$ cat src/rtl/splitrd_pkg.sv
// Shared types for the split read responder.
// Assumes term kind encoding is fixed by the block's port contract.
package splitrd_pkg;
    typedef enum logic [1:0] {
        TK_SPLIT = 2'd0,
        TK_RETRY = 2'd1,
        TK_IMMED = 2'd2
    } term_kind_t;

    localparam int BCW = 12;        // encoded byte count width
    localparam int LENW = BCW + 1;  // true length width (1..4096)

    typedef enum logic [1:0] {
        SQ_IDLE = 2'd0,
        SQ_NORM = 2'd1,
        SQ_ERR  = 2'd2
    } seq_state_t;
endpackage

$ cat src/rtl/splitrd_classify.sv
// Combinational request classifier.
// Decides the termination kind and splits the length at the window bound.
// Assumes bar_limit is the exclusive end of the window and lengths <= 4096.
module splitrd_classify
    import splitrd_pkg::*;
#(
    parameter int AW = 32
) (
    input  logic [AW-1:0]   addr,
    input  logic [BCW-1:0]  bcnt_code,
    input  logic            hit,
    input  logic            retry,
    input  logic            csr,
    input  logic            wr,
    input  logic            perr,
    input  logic [AW-1:0]   limit,
    output logic            issue,
    output term_kind_t      kind,
    output logic            perr_flag,
    output logic            do_split,
    output logic [LENW-1:0] norm_len,
    output logic [LENW-1:0] err_len,
    output logic [AW-1:0]   err_addr
);
    logic [LENW-1:0] full_len;
    logic [AW:0]     end_addr;
    logic            crosses;
    logic [AW-1:0]   room;

    // Decode termination kind with retry first, then register space, then read.
    always_comb begin
        issue = 1'b0;
        kind  = TK_SPLIT;
        if (hit) begin
            if (retry) begin
                issue = 1'b1;
                kind  = TK_RETRY;
            end else if (csr) begin
                issue = 1'b1;
                kind  = TK_IMMED;
            end else if (!wr) begin
                issue = 1'b1;
                kind  = TK_SPLIT;
            end
        end
        perr_flag = hit && !retry && csr && perr;
        do_split  = issue && (kind == TK_SPLIT);
    end

    // Length decode and split of the range at the window bound.
    always_comb begin
        full_len = (bcnt_code == '0) ? LENW'(4096) : {1'b0, bcnt_code};
        end_addr = {1'b0, addr} + (AW+1)'(full_len);
        crosses  = end_addr > {1'b0, limit};
        room     = (addr < limit) ? (limit - addr) : '0;
        norm_len = crosses ? room[LENW-1:0] : full_len;
        err_len  = full_len - norm_len;
        err_addr = (addr < limit) ? limit : addr;
    end
endmodule

$ cat src/rtl/splitrd_cpl_seq.sv
// Completion descriptor sequencer.
// Emits the normal descriptor then the error descriptor over valid/ready.
// Assumes accept is only raised while busy is low.
module splitrd_cpl_seq
    import splitrd_pkg::*;
#(
    parameter int AW = 32,
    parameter int TW = 5
) (
    input  logic            clk,
    input  logic            rst_n,
    input  logic            accept,
    input  logic            do_split,
    input  logic [AW-1:0]   addr,
    input  logic [TW-1:0]   tag,
    input  logic [LENW-1:0] norm_len,
    input  logic [LENW-1:0] err_len,
    input  logic [AW-1:0]   err_addr,
    output logic            busy,
    output logic            cpl_valid,
    input  logic            cpl_ready,
    output logic [AW-1:0]   cpl_addr,
    output logic [LENW-1:0] cpl_bcnt,
    output logic [TW-1:0]   cpl_tag,
    output logic            cpl_err
);
    seq_state_t      state_q;
    logic [LENW-1:0] pend_len_q;
    logic [AW-1:0]   pend_addr_q;

    // State and held descriptor update.
    always_ff @(posedge clk) begin
        if (!rst_n) begin
            state_q     <= SQ_IDLE;
            cpl_addr    <= '0;
            cpl_bcnt    <= '0;
            cpl_tag     <= '0;
            cpl_err     <= 1'b0;
            pend_len_q  <= '0;
            pend_addr_q <= '0;
        end else begin
            case (state_q)
                SQ_IDLE: begin
                    if (accept && do_split) begin
                        cpl_tag     <= tag;
                        pend_len_q  <= err_len;
                        pend_addr_q <= err_addr;
                        if (norm_len != '0) begin
                            state_q  <= SQ_NORM;
                            cpl_addr <= addr;
                            cpl_bcnt <= norm_len;
                            cpl_err  <= 1'b0;
                        end else begin
                            state_q  <= SQ_ERR;
                            cpl_addr <= err_addr;
                            cpl_bcnt <= err_len;
                            cpl_err  <= 1'b1;
                        end
                    end
                end
                SQ_NORM: begin
                    if (cpl_ready) begin
                        if (pend_len_q != '0) begin
                            state_q  <= SQ_ERR;
                            cpl_addr <= pend_addr_q;
                            cpl_bcnt <= pend_len_q;
                            cpl_err  <= 1'b1;
                        end else begin
                            state_q <= SQ_IDLE;
                        end
                    end
                end
                SQ_ERR: begin
                    if (cpl_ready) state_q <= SQ_IDLE;
                end
                default: state_q <= SQ_IDLE;
            endcase
        end
    end

    // Handshake outputs from state.
    always_comb begin
        cpl_valid = (state_q != SQ_IDLE);
        busy      = cpl_valid;
    end
endmodule

$ cat src/rtl/splitrd_responder.sv
// Top of the split read responder.
// Registers the termination decision and drives the descriptor sequencer.
// Assumes bar_limit describes the window that req_hit refers to.
module splitrd_responder
    import splitrd_pkg::*;
#(
    parameter int AW = 32,
    parameter int TW = 5
) (
    input  logic          clk,
    input  logic          rst_n,
    input  logic          req_valid,
    output logic          req_ready,
    input  logic [AW-1:0] req_addr,
    input  logic [11:0]   req_bcnt,
    input  logic [TW-1:0] req_tag,
    input  logic          req_hit,
    input  logic          req_retry,
    input  logic          req_csr,
    input  logic          req_wr,
    input  logic          req_perr,
    input  logic [AW-1:0] bar_limit,
    output logic          term_valid,
    output logic [1:0]    term_kind,
    output logic          term_perr,
    output logic          cpl_valid,
    input  logic          cpl_ready,
    output logic [AW-1:0] cpl_addr,
    output logic [12:0]   cpl_bcnt,
    output logic [TW-1:0] cpl_tag,
    output logic          cpl_err
);
    logic            issue, perr_flag, do_split, busy, accept;
    term_kind_t      kind;
    logic [LENW-1:0] norm_len, err_len;
    logic [AW-1:0]   err_addr;

    // Request acceptance when no descriptor is pending.
    always_comb begin
        req_ready = !busy;
        accept    = req_valid && req_ready;
    end

    splitrd_classify #(.AW(AW)) cls_i (
        .addr      (req_addr),
        .bcnt_code (req_bcnt),
        .hit       (req_hit),
        .retry     (req_retry),
        .csr       (req_csr),
        .wr        (req_wr),
        .perr      (req_perr),
        .limit     (bar_limit),
        .issue     (issue),
        .kind      (kind),
        .perr_flag (perr_flag),
        .do_split  (do_split),
        .norm_len  (norm_len),
        .err_len   (err_len),
        .err_addr  (err_addr)
    );

    // One-cycle termination pulse after acceptance.
    always_ff @(posedge clk) begin
        if (!rst_n) begin
            term_valid <= 1'b0;
            term_kind  <= 2'd0;
            term_perr  <= 1'b0;
        end else begin
            term_valid <= accept && issue;
            term_kind  <= kind;
            term_perr  <= accept && perr_flag;
        end
    end

    splitrd_cpl_seq #(.AW(AW), .TW(TW)) seq_i (
        .clk       (clk),
        .rst_n     (rst_n),
        .accept    (accept),
        .do_split  (do_split),
        .addr      (req_addr),
        .tag       (req_tag),
        .norm_len  (norm_len),
        .err_len   (err_len),
        .err_addr  (err_addr),
        .busy      (busy),
        .cpl_valid (cpl_valid),
        .cpl_ready (cpl_ready),
        .cpl_addr  (cpl_addr),
        .cpl_bcnt  (cpl_bcnt),
        .cpl_tag   (cpl_tag),
        .cpl_err   (cpl_err)
    );
endmodule

$ cat config.mk
export PLATFORM = sky130hd
export DESIGN_NAME = splitrd_responder
export DESIGN_NICKNAME = d
export VERILOG_FILES = /design/src/rtl/splitrd_pkg.sv /design/src/rtl/splitrd_classify.sv /design/src/rtl/splitrd_cpl_seq.sv /design/src/rtl/splitrd_responder.sv
export SDC_FILE = /design/constraint.sdc
export NUM_CORES = 1
export LEC_CHECK = 0
export BUFFER_PORTS_ARGS = -buffer_cell sky130_fd_sc_hd__buf_2
export CORE_MARGIN = 3
export CORE_UTILIZATION = 34
export DETAILED_ROUTE_END_ITERATION = 12
export GPL_TIMING_DRIVEN = 0
export MAX_ROUTING_LAYER = met4
export PLACE_DENSITY_LB_ADDON = 0.1
export SLEW_MARGIN = 10
export SYNTH_ARGS = -nofsm -noshare
export SYNTH_HDL_FRONTEND = slang
export SYNTH_SLANG_ARGS = --single-unit
$ cat constraint.sdc
create_clock -name clk -period 19.9 [get_ports clk]
set_input_delay 0 -clock clk [delete_from_list [all_inputs] [get_ports clk]]
set_output_delay 0 -clock clk [all_outputs]
set_load 0.02 [all_outputs]
Yosys cells after proc, flatten, opt, wreduce, memory -nomap -nowiden
Cells that the tools add are included.

operators by class
  add/sub/neg operators = 3
  multipliers = 0
  div/mod/pow operators = 0
  order comparisons = 2
  equality and inequality tests = 6
  shift operators = 0
  mux-type cells = 32
  bitwise operators = 0
  reductions and logical operators = 20

operators by type and width
  operator            count
  $mux 32             5
  $mux 13             7
  $pmux 32 s2         1
  $add 32x13->33      1
  $gt 33x32->1        1
  $lt 32x32->1        1
  $pmux 13 s2         1
  $reduce_bool 13->1  2
  $sub 13x13->13      2
  $mux 2              8
  $logic_not 12->1    1
  $logic_and 1x1->1   8
  $mux 1              8
  $pmux 2 s3          1
  $logic_not 2->1     2
  $ne 2x1->1 const B  2
  $ne 2x2->1 const B  2
  $reduce_and 4->1    1
  $reduce_bool 2->1   2
  $reduce_and 3->1    1
  $eq 2x1->1 const B  1
  $eq 2x2->1 const B  1
  $logic_not 1->1     2
  $pmux 1 s2          1
  $reduce_and 2->1    1

storage, ports and cells
  flip-flop bits (word level) = 102
  bits in latches = 0
  bits in writable memories = 0
  ROM bits = 0
  input bits = 90
  output and inout port bits = 57
  word-level logic and storage cells = 73
  memories kept = 0

Longest topological paths before layout
Gate-level depths: netlist of run 1.

  word-level depth = 9
  mapped depth = 37
  gate-level depth less buffers = 34

Hierarchy
Synthesis of run 1 repeated with hierarchy kept, for this count alone.

second synthesis, totals
  cells, all modules = 1,151
  area, all modules = 9,028.7 um^2

modules (own cells, without submodules)
  module             instances  cells each  area each (um^2)  sequential area each (um^2)
  splitrd_cpl_seq    1          553         4,650.7           1,961.9
  splitrd_classify   1          588         4,252.8           0.0
  splitrd_responder  1          10          125.1             80.1

Least setup slack after synthesis of run 1
OpenSTA, ideal clock, no wires.

  path kind = input-to-reg
  start point = in req_bcnt[1]
  end point = reg seq_i.cpl_bcnt[11]
  setup time = 0.068 ns
  data arrival time = 6.628 ns
  required time = 19.832 ns
  setup slack = 13.205 ns
  stages on the path = 33
  path buffers = 3
  path through = clkbuf_1 ha_1 a221o_1 a31o_2 maj3_1 a21o_1 maj3_1 a21oi_1 o221a_2 nor2_1 nand3_2 nor2b_1 nand3_1 xnor2_1 ha_1 a211o_1 a311o_1 a211oi_1 and3_1 a31oi_1 or2_1 buf_6 clkbuf_1 a31oi_1 ha_1 a21oi_1 a21o_1 a21bo_2 nand2_1 a32o_1 a311o_1 mux2_4 o21ai_2

on the way
  longest elaborated chain between the ends = 9
  elaborated cells on any way between the ends = 10
  classes of those cells = add/sub: 2; order compare: 1; mux: 5; reduce/logical: 2

ends and longest elaborated chain
  what                                                         RTL line                                       source
  start: declaration                                           splitrd_responder.sv:15                        input logic [11:0] req_bcnt,
  $logic_not 12->1                                             splitrd_classify.sv:52                         full_len = (bcnt_code == '0) ? LENW'(4096) : {1'b0, bcnt_code};
  $mux 13 (*)                                                  splitrd_classify.sv:52
  $add 32x13->33                                               splitrd_classify.sv:53                         end_addr = {1'b0, addr} + (AW+1)'(full_len);
  $gt 33x32->1                                                 splitrd_classify.sv:54                         crosses = end_addr > {1'b0, limit};
  $mux 13                                                      splitrd_classify.sv:56                         norm_len = crosses ? room[LENW-1:0] : full_len;
  $sub 13x13->13 / $reduce_bool 13->1 (equally long branches)  splitrd_classify.sv:57, splitrd_cpl_seq.sv:48
  $mux 13 (*)                                                  splitrd_cpl_seq.sv:48                          if (norm_len != '0) begin
  $mux 13 (*)                                                  splitrd_cpl_seq.sv:44                          if (accept && do_split) begin
  $pmux 13 s2 (*)                                              splitrd_cpl_seq.sv:42                          case (state_q)
  end signal: assignment                                       splitrd_cpl_seq.sv:51                          cpl_bcnt <= norm_len;
  end signal: assignment                                       splitrd_cpl_seq.sv:56                          cpl_bcnt <= err_len;
  end signal: assignment                                       splitrd_cpl_seq.sv:66                          cpl_bcnt <= pend_len_q;
  end: declaration                                             splitrd_cpl_seq.sv:23                          output logic [LENW-1:0] cpl_bcnt,

Every way passes the cells marked *; elsewhere a longest branch is shown, timed or not. The select of a mux whose other input is x is not followed.
A chain may end at the register's enable or synchronous reset.

Final worst setup path of run 1
  start point = in req_bcnt[4]
  end point = reg seq_i.cpl_bcnt[11]

The elaborated chain is that of the path after synthesis.

==> impl_metrics.toml, run 1 <==
[run_status]
status = "finished with violations"
violations = "hold timing"

[finish]
final_util_pct = 42.4
drive_gt1_share_pct = 14.0
area_growth_pct = 22.0
final_cell_mix = "buf_2, nor2_1, nand2_1, dfxtp_1, ha_1"
fin_nets = 1603
antenna-diode-count = 0
final_common_cell = "buf_2"

[timing]
min_period_over_period_pct = 40.9
setup_viol = 0
finalClockSkew_ns = 0.00914
slew_viol_final = 0
slew_headroom_pct = 34.6
tightest_slew_ns = 0.982
hold_ws_ns = -0.00638
setup_tns_ns = 0
setup_ws_ns = 11.76
finalHoldViolCount = 1
rsz0062_at_grt = "no"
fmax_mhz = 123
fin_crit_ns = 8.14

[cts]
clockBufferDepth = 2
post_cts_buffers = 0
cts-resized-gates = 0
cts_htree_levels = 3
tritoncts = "done"
clock-sinks = 102
cts-buffers-inserted = 9
postCtsHoldBufs = 56
cts.clk_slew.worst_paths_ns = 0.08
clock_latency_ns = 0.37
clockRootBuffer = "clkbuf_16"

[die]
row_count = 59
die_y_um = 170
die-area_sq_um = 28800
top_level_ports = 147
fp.dieW_um = 170
start_util_pct = 34.7
core_area_sq_um = 26200

[place]
numPortBuffers = 145
hpwl_um = 27800
gp_congestion = 0.960
post-place-ws_ns = 11.55

[critical_path]
slowest_delay_ns = 0.61
criticalPathCategory = "in -> reg"
cp-end-kind = "flip-flop"
crit_slowest_cell = "a31oi_1"
critPathRequiredTime_ns = 20.20
cp.arrival_ns = 8.44
cp_max_fo = 10
start_kind = "input pin"

[power]
p_total_w = 0.000653
p_per_area_nw_per_um2 = 58.8
cellLeakagePower_nw = 4.71
max-vdd-ir-drop_uv = 33.1

[min_path]
hp-class = "in -> reg"

[global_route]
grt_pass1_vias = 9250
grt_max_degree = 18
grt.total_usage_pct = 24.7
overflow = 0
grt_antenna_before_repair = 0
grt_pass1_wl_um = 53600

[yosys]
async_flop_share_pct = 0
syn_nets = 1391
synthTopCellsByArea = "dfxtp_1, ha_1, nor2_1"
synth_flop_cell = "dfxtp_1"
netlist_area_sq_um = 9100
netlist_instances = 1205
synthDominantCellAreaShare_pct = 22.4
yosysWarnings = 0
synth_area_leader_cell = "dfxtp_1"
synth-edff-count = 0
synth.distinct_cells = 82
ys_seq_elements = 102
syn-mean-instance-area_sq_um = 7.55
yosysSeqAreaShare_pct = 22.4

[route]
drt_wl_total_um = 35000
antenna_left = 0
first_pass_iters = 5
first_iter_violations = 693
drc = 0
vias = 9730
wire_per_inst_um = 19.9
viasPerCell = 5.54

[run]
max_cap_violations = 0
[kinds of logic (layout without fill, tap and decap cells)]
logic type,count (synthesis),in the layout,share of synthesized area [%]
and+or+nand+nor,423,423,21.8
AOI/OAI and AO/OA,344,344,26.3
muxes,36,36,4.04
adders and majority gates,98,98,13.7
buffers and inverters,151,368,6.81
DFF,102,102,22.4
xor gates and xnor gates,51,51,4.99
[layout make-up]
type / instances / area (sq um)
multi-input cells: 952 / 6440
flip-flops and latches: 102 / 2040
repair buffers: 201 / 1290
fillers: 2758 / 15100
well taps: 335 / 419
plain buffers: 85 / 372
inverters: 66 / 248
clock buffers: 10 / 229
clock inverters: 6 / 68.8
[Yosys cell counts, types with 5 or more instances]
master,count
xor2_1,14
xnor2_1,36
and3_1,9
o21ai_0,43
mux2i_1,33
ha_1,93
and4_1,8
a211oi_1,12
o31ai_1,8
o32ai_1,29
nor2_1,132
o21ai_1,9
clkbuf_1,68
nor3_1,32
nand3_1,28
a31oi_1,15
nor2b_1,9
a21o_1,17
nand2b_1,5
o211ai_1,28
dfxtp_1,102
inv_1,66
a21oi_1,92
or3_1,8
a311oi_1,23
and2_1,10
buf_2,6
o21a_1,10
nand4_1,24
nand2_1,131
[path summary, 6_finish.rpt]
| path | slack, ns | cells after the start | from | to |
|---|---|---|---|---|
| worst min-delay path | -0.006 | 3 | req_addr[21] | seq_i.cpl_addr[21] |
| worst max-delay path | 11.76 | 34 | req_bcnt[4] | seq_i.cpl_bcnt[11] |
| worst min register to register | 0.45 | 2 | seq_i.cpl_bcnt[0] | seq_i.cpl_bcnt[0] |
| worst max register to register | 16.66 | 9 | seq_i.state_q[1] | seq_i.pend_addr_q[2] |
[worst max-delay path, delay by kind of cell]
family	cells	cell delay, ns
compound gates	9	2.49
mux	1	0.32
buf+inv	4	0.98
simple gates	16	3.52
xor+xnor	1	0.15
fa+ha+maj	3	0.95
[through the flow]
stage	cells	hold WS (ns)	instance area, sq um
finish	1757	-0.00638	11100
global route	1757	0.0142	11100
CTS	1757	0.000321	11100
detailed placement	1685	0.210	10200
global placement	1685	0.212	10200
floorplan	1205	0.0836	9100
[routing by layer]
layer  up-vias  wire length, um  GRT usage (%)
li1       4824                -              -
met1      4528            16500           33.4
met2       341            15800           39.1
met3        37             1950           3.26
met4         0              731           5.94
met5         -                0              -
[state kept, by name (all words and copies together) (netlist names), 2 cells and up]
| register | count |
|---|---|
| term_kind | 2 |
| seq_i.state_q | 2 |
| seq_i.pend_len_q | 13 |
| seq_i.cpl_tag | 5 |
| seq_i.pend_addr_q | 32 |
| seq_i.cpl_bcnt | 13 |
| seq_i.cpl_addr | 32 |
[power breakdown]
group | switching [W] | total, W | internal (W)
clock | 0.0000918 | 0.000191 | 0.0000988
combinational | 0.000155 | 0.000250 | 0.0000950
sequential | 0.00000289 | 0.000212 | 0.000209
Note: power is estimated with default switching activity, not from simulation.
==> run 2: changes to the inputs <==
clock period = 7.4 ns   (was 19.9 ns; I/O delays follow)
==> run 2 against run 1 <==
  * The run now ends clean
  * Non-clock buffer count increased by 1
  * Core utilization increased by 0.33 points
  * Sequential cell count unchanged
  * Clock skew increased by 0.0020 ns
  * Wire length decreased by 0.12%
  * Worst setup slack got worse by 11 ns
  * Critical endpoint unchanged
  * Largest power group unchanged
  * Highest routed layer unchanged
==> impl_metrics.toml, run 2 (synthesized netlist as in run 1, its figures left out) <==
[timing]
tightest_slew_ns = 0.976
hold_ws_ns = 0.00182
finalHoldViolCount = 0
min_period_over_period_pct = 95.1
rsz0062_at_grt = "no"
slew_viol_final = 0
fmax_mhz = 142
fin_crit_ns = 7.03
setup_viol = 0
slew_headroom_pct = 35.0
finalClockSkew_ns = 0.0112

[finish]
stdcell_count = 1758
fin_nets = 1604
final_common_cell = "buf_2"
antenna-diode-count = 0
drive_gt1_share_pct = 15.2
top_regs = "seq_i.cpl_addr (32), seq_i.pend_addr_q (32)"
area_growth_pct = 23.0
final_cell_mix = "buf_2, nand2_1, nor2_1, dfxtp_1, ha_1"

[power]
clkPwrFrac_pct = 29.0
max-vdd-ir-drop_uv = 89.4
p_sw_w = 0.000676
cellLeakagePower_nw = 4.75
p_per_area_nw_per_um2 = 158
power_frac_seq_pct = 32.3
power.internal_w = 0.00109
swShare_pct = 38.3
pwr-share-comb_pct = 38.7

[critical_path]
slowest_delay_ns = 0.42
criticalPathCategory = "in -> reg"
start_kind = "input pin"
critical_path.most_common_cell = "ha_1"
cp_max_fo = 10
critPathRequiredTime_ns = 7.69
path_delay_family = "compound AO/OA/AOI/OAI gates"
cp.arrival_ns = 7.33
crit_slowest_cell = "a311o_1"
cp-end-kind = "flip-flop"
cp_num_buf_inv = 4

[cts]
cts.clk_slew.worst_paths_ns = 0.07
clockBufferDepth = 2
clock_latency_ns = 0.37
clock-sinks = 102
cts-buffers-inserted = 9
cts_htree_levels = 3
tritoncts = "done"
clockRootBuffer = "clkbuf_16"

[route]
drc = 0
antenna_left = 0
drt_wl_total_um = 34900
first_pass_iters = 5
vias = 9787
viasPerCell = 5.57
first_iter_violations = 685
wire_per_inst_um = 19.9

[run]
max_cap_violations = 0

[global_route]
grt.total_usage_pct = 24.7
grt_pass1_wl_um = 53700
grt_max_degree = 18
grt_antenna_before_repair = 0
overflow = 0
grt_pass1_vias = 9250

[die]
top_level_ports = 147
die-area_sq_um = 28800
row_count = 59
die_y_um = 170
core_area_sq_um = 26200
start_util_pct = 34.7
fp.dieW_um = 170

[place]
dp_cells = 1685
gp_congestion = 0.960
numPortBuffers = 145
hpwl_um = 27800

[run_status]
status = "completed"

[min_path]
hp-class = "in -> reg"
run 2: cell types whose count changed in the layout (fill, tap and decap cells not counted), moves of 2 or more:
cell and delta:
clkbuf_1 -7, clkbuf_2 +5, a21oi_1 -2, a21oi_2 +2, a31oi_1 -2, a31oi_4 +2, buf_4 +2, nor2_1 -2
run 2: final timing paths:
path / from / end / slack [ns] / depth (start not counted)
worst max-delay path: req_bcnt[1] / seq_i.cpl_bcnt[11] / 0.37 / 35
worst max register to register: seq_i.state_q[1] / seq_i.pend_addr_q[2] / 4.17 / 8
worst min register to register: seq_i.cpl_bcnt[0] / seq_i.cpl_bcnt[0] / 0.45 / 2
worst min-delay path: req_addr[21] / seq_i.cpl_addr[21] / 0.002 / 3
run 2: final cells by class:
type	instances	area, sq um
plain buffers	84	375
clock buffers	10	229
fillers	2747	15000
inverters	66	248
clock inverters	6	68.8
well taps	335	419
repair buffers	203	1300
flip-flops and latches	102	2040
multi-input cells	952	6510
run 2: metal layers:
metal / global-route usage [%] / vias to the layer above / wire (um)
met1: 33.8 / 4573 / 16600
met2: 39.0 / 341 / 15700
met4: 6.12 / 0 / 776
met5: - / - / 0
met3: 2.80 / 44 / 1890
li1: - / 4829 / -
run 2: through the flow:
step	setup TNS (ns)	total power [W]	setup slack, ns	cell area, sq um	util [%]
2_1_floorplan	0	0.00102	0.705	9100	-
3_3_place_gp	-11.43	0.00123	-0.960	10200	39.1
3_5_place_dp	-11.94	0.00123	-0.953	10200	39.1
4_1_cts	0	0.00177	0.0380	11100	42.5
5_1_grt	0	0.00187	0.0313	11200	42.7
6_report	0	0.00177	0.365	11200	42.7
run 2: power groups by stage:
stage | Sequential (W) | Combinational, W | Clock [W]
floorplan | 0.000592 | 0.000431 | 0
global placement | 0.000583 | 0.000644 | 0
detailed placement | 0.000583 | 0.000646 | 0
CTS | 0.000570 | 0.000672 | 0.000526
global route | 0.000572 | 0.000753 | 0.000546
finish | 0.000570 | 0.000683 | 0.000513
run 2: worst reg2reg max path, delay by kind of cell (launching register included):
family	cells	cell delay, ns
compound gates	1	0.20
buf+inv	4	1.95
simple gates	3	0.63
flops	1	0.34
run 2: repair_timing:
action / 4_1_cts / 5_1_grt
setup buffers: 0 / 2
pin swaps: 0 / 3
hold endpoints to repair: 52 / 0
setup endpoints to repair: 17 / 17
hold buffers: 56 / 0
gates resized for setup: 10 / 15
==> run 3: changes to the inputs <==
ABC_AREA = 1   (was default)
==> run 3 against run 2 <==
  * Combinational power shrank 15%
  * Clock power rose by 4.5%
  * Synthesized area is 1.8% lower
  * Critical path depth up 12
  * Worst hold slack improved by 0.0098 ns
  * First-iteration DRC count decreased by 32%
  * Worst setup slack better by 0.46 ns
  * Sequential cell count did not move
  * Final cell count up 8.5%
  * Register-to-register slack worse by 0.52 ns
  * Sequential share of layout area is 1.1 points higher
==> impl_metrics.toml, run 3 <==
[yosys]
yosysSeqAreaShare_pct = 22.9
post-synth-top-count-cell = "nand2_1"
synth_flop_cell = "dfxtp_1"
ys_top_cells_by_count = "nand2_1, inv_1, dfxtp_1"
yosysWarnings = 0
ys_seq_elements = 102
synth-edff-count = 0
synthTopCellsByArea = "dfxtp_1, nand2_1, ha_1"
synthDominantCellAreaShare_pct = 22.9
netlist_area_sq_um = 8940
syn_nets = 1589
async_flop_share_pct = 0
syn-mean-instance-area_sq_um = 6.37
netlist_instances = 1403
synth_area_leader_cell = "dfxtp_1"
synth.distinct_cells = 45

[critical_path]
reg2reg_from = "seq_i.state_q[1]"
cp.arrival_ns = 6.80
reg2regPathDepth = 11
criticalPathCategory = "in -> reg"
cp_max_fo = 10
cp-end-kind = "flip-flop"
r2r_slack_ns = 3.65
r2r-end = "seq_i.cpl_addr[19]"
crit_slowest_cell = "nor4_2"
critical_path.most_common_cell = "nand2_1"
start_kind = "input pin"
critPathRequiredTime_ns = 7.63
slowest_delay_ns = 0.43

[min_path]
whs_path_depth = 3
min_from = "req_addr[31]"
worstHoldEndpoint = "seq_i.cpl_addr[31]"
hp-class = "in -> reg"

[timing]
min_period_over_period_pct = 88.8
setup_tns_ns = 0
rsz0062_at_grt = "no"
setup_ws_ns = 0.828
fin_crit_ns = 6.57
finalHoldViolCount = 0
setup_viol = 0
slew_viol_final = 0
tightest_slew_ns = 0.781
slew_headroom_pct = 47.7
finalClockSkew_ns = 0.00768
fmax_mhz = 152

[finish]
area_growth_pct = 18.0
drive_gt1_share_pct = 12.0
top_regs = "seq_i.cpl_addr (32), seq_i.pend_addr_q (32)"
antenna-diode-count = 0
final_cell_mix = "nand2_1, inv_1, buf_2, dfxtp_1, a21oi_1"
fin_nets = 1759
final_common_cell = "nand2_1"

[die]
top_level_ports = 147
start_util_pct = 35.1
die_y_um = 168
core_area_sq_um = 25500
die-area_sq_um = 28300
fp.dieW_um = 168
row_count = 58

[route]
first_iter_violations = 467
drc = 0
drt_wl_total_um = 32600
wire_per_inst_um = 17.1
viasPerCell = 5.00
first_pass_iters = 5
vias = 9542
antenna_left = 0

[power]
max-vdd-ir-drop_uv = 99.5
cellLeakagePower_nw = 5.35
p_per_area_nw_per_um2 = 159

[global_route]
grt_pass1_vias = 9219
grt.total_usage_pct = 23.3
grt_max_degree = 17
grt_antenna_before_repair = 0
grt_pass1_wl_um = 50800
overflow = 0

[place]
gp_congestion = 0.922
numPortBuffers = 145
post-place-ws_ns = 0.222
hpwl_um = 26400

[cts]
clock-sinks = 102
clockBufferDepth = 2
clock_latency_ns = 0.36
tritoncts = "done"
clockRootBuffer = "clkbuf_16"
cts_htree_levels = 3
cts.clk_slew.worst_paths_ns = 0.07
cts-buffers-inserted = 9

[run]
max_cap_violations = 0

[run_status]
status = "completed"
run 3: changes by cell type in the layout (fill, tap and decap cells not counted), sizes merged, moves of 17 or more:
cell and delta:
dlygate4sd3 -42, a31oi +17, mux2i -33, o32ai -29, nor2 -40, xor2 +19
o211ai +37, a311oi -26, xnor2 -29, nand2 +219, o21ai +30, nand3 +47
inv +161, nor3 -17
run 3: metrics by stage:
step / power [W] / util, % / hold slack (ns) / instances / cell area [sq um]
global route: 0.00179 / 41.4 / 0.0346 / 1908 / 10500
finish: 0.00168 / 41.4 / 0.0117 / 1908 / 10500
detailed placement: 0.00115 / 39.6 / 0.232 / 1878 / 10100
global placement: 0.00115 / 39.6 / 0.225 / 1878 / 10100
floorplan: 0.000961 / - / 0.114 / 1403 / 8940
CTS: 0.00169 / 41.4 / 0.0112 / 1908 / 10500
run 3: report_power, final:
part | total [W] | internal [W] | switching (W)
clock network | 0.000536 | 0.000309 | 0.000227
logic | 0.000582 | 0.000195 | 0.000387
registers | 0.000564 | 0.000559 | 0.00000544
run 3: worst max-delay path by stage:
stage,cells past startpoint,start,slack [ns],endpoint
global placement,48,req_bcnt[0],0.19,seq_i.cpl_bcnt[12]
floorplan,47,req_bcnt[0],2.24,seq_i.cpl_bcnt[12]
detailed placement,48,req_bcnt[0],0.22,seq_i.cpl_bcnt[12]
CTS,48,req_bcnt[0],0.57,seq_i.cpl_bcnt[12]
global route,48,req_bcnt[0],0.13,seq_i.cpl_bcnt[12]
finish,47,req_bcnt[1],0.83,seq_i.cpl_bcnt[12]
run 3: layer usage:
| layer | share of wire [%] | vias up | track usage, % |
|---|---|---|---|
| met5 | 0 | - | - |
| met4 | 1.8 | 0 | 4.94 |
| met3 | 4.2 | 33 | 2.54 |
| met2 | 48 | 227 | 39.1 |
| met1 | 46 | 4343 | 30.4 |
| li1 | - | 4939 | - |
run 3: worst max-delay path, delay by kind of cell:
family,cells,cell delay (ns)
AOI/OAI and AO/OA,9,1.72
xor gates and xnor gates,1,0.19
adders and majority gates,3,0.90
buffers and inverters,5,0.59
and+or+nand+nor,29,3.39
run 3: area by class of cell:
cell class                      instances  area (sq um)
Sequential cell                       102          2040
Multi-Input combinational cell       1003          5740
Buffer                                 69           305
Fill cell                            2859         14900
Inverter                              229           860
Clock inverter                          4          77.6
Clock buffer                           12           246
Timing Repair Buffer                  159           866
Tap cell                              330           413
run 3: cells by family (layout without fill, tap and decap cells):
logic type | count (synthesis) | in the layout | share of synthesized area (%)
xor gates and xnor gates | 41 | 41 | 4.02
buffers and inverters | 298 | 473 | 13.0
and+or+nand+nor | 563 | 563 | 26.1
adders and majority gates | 96 | 96 | 13.7
DFF | 102 | 102 | 22.9
AOI/OAI and AO/OA | 303 | 303 | 20.3
run 3: repair_timing:
action | CTS | global route
buffers inserted | 0 | 0
endpoints found under the hold margin | 11 | 0
gates resized for setup | 0 | 1
setup endpoints to repair | 0 | 1
hold buffers | 14 | 0
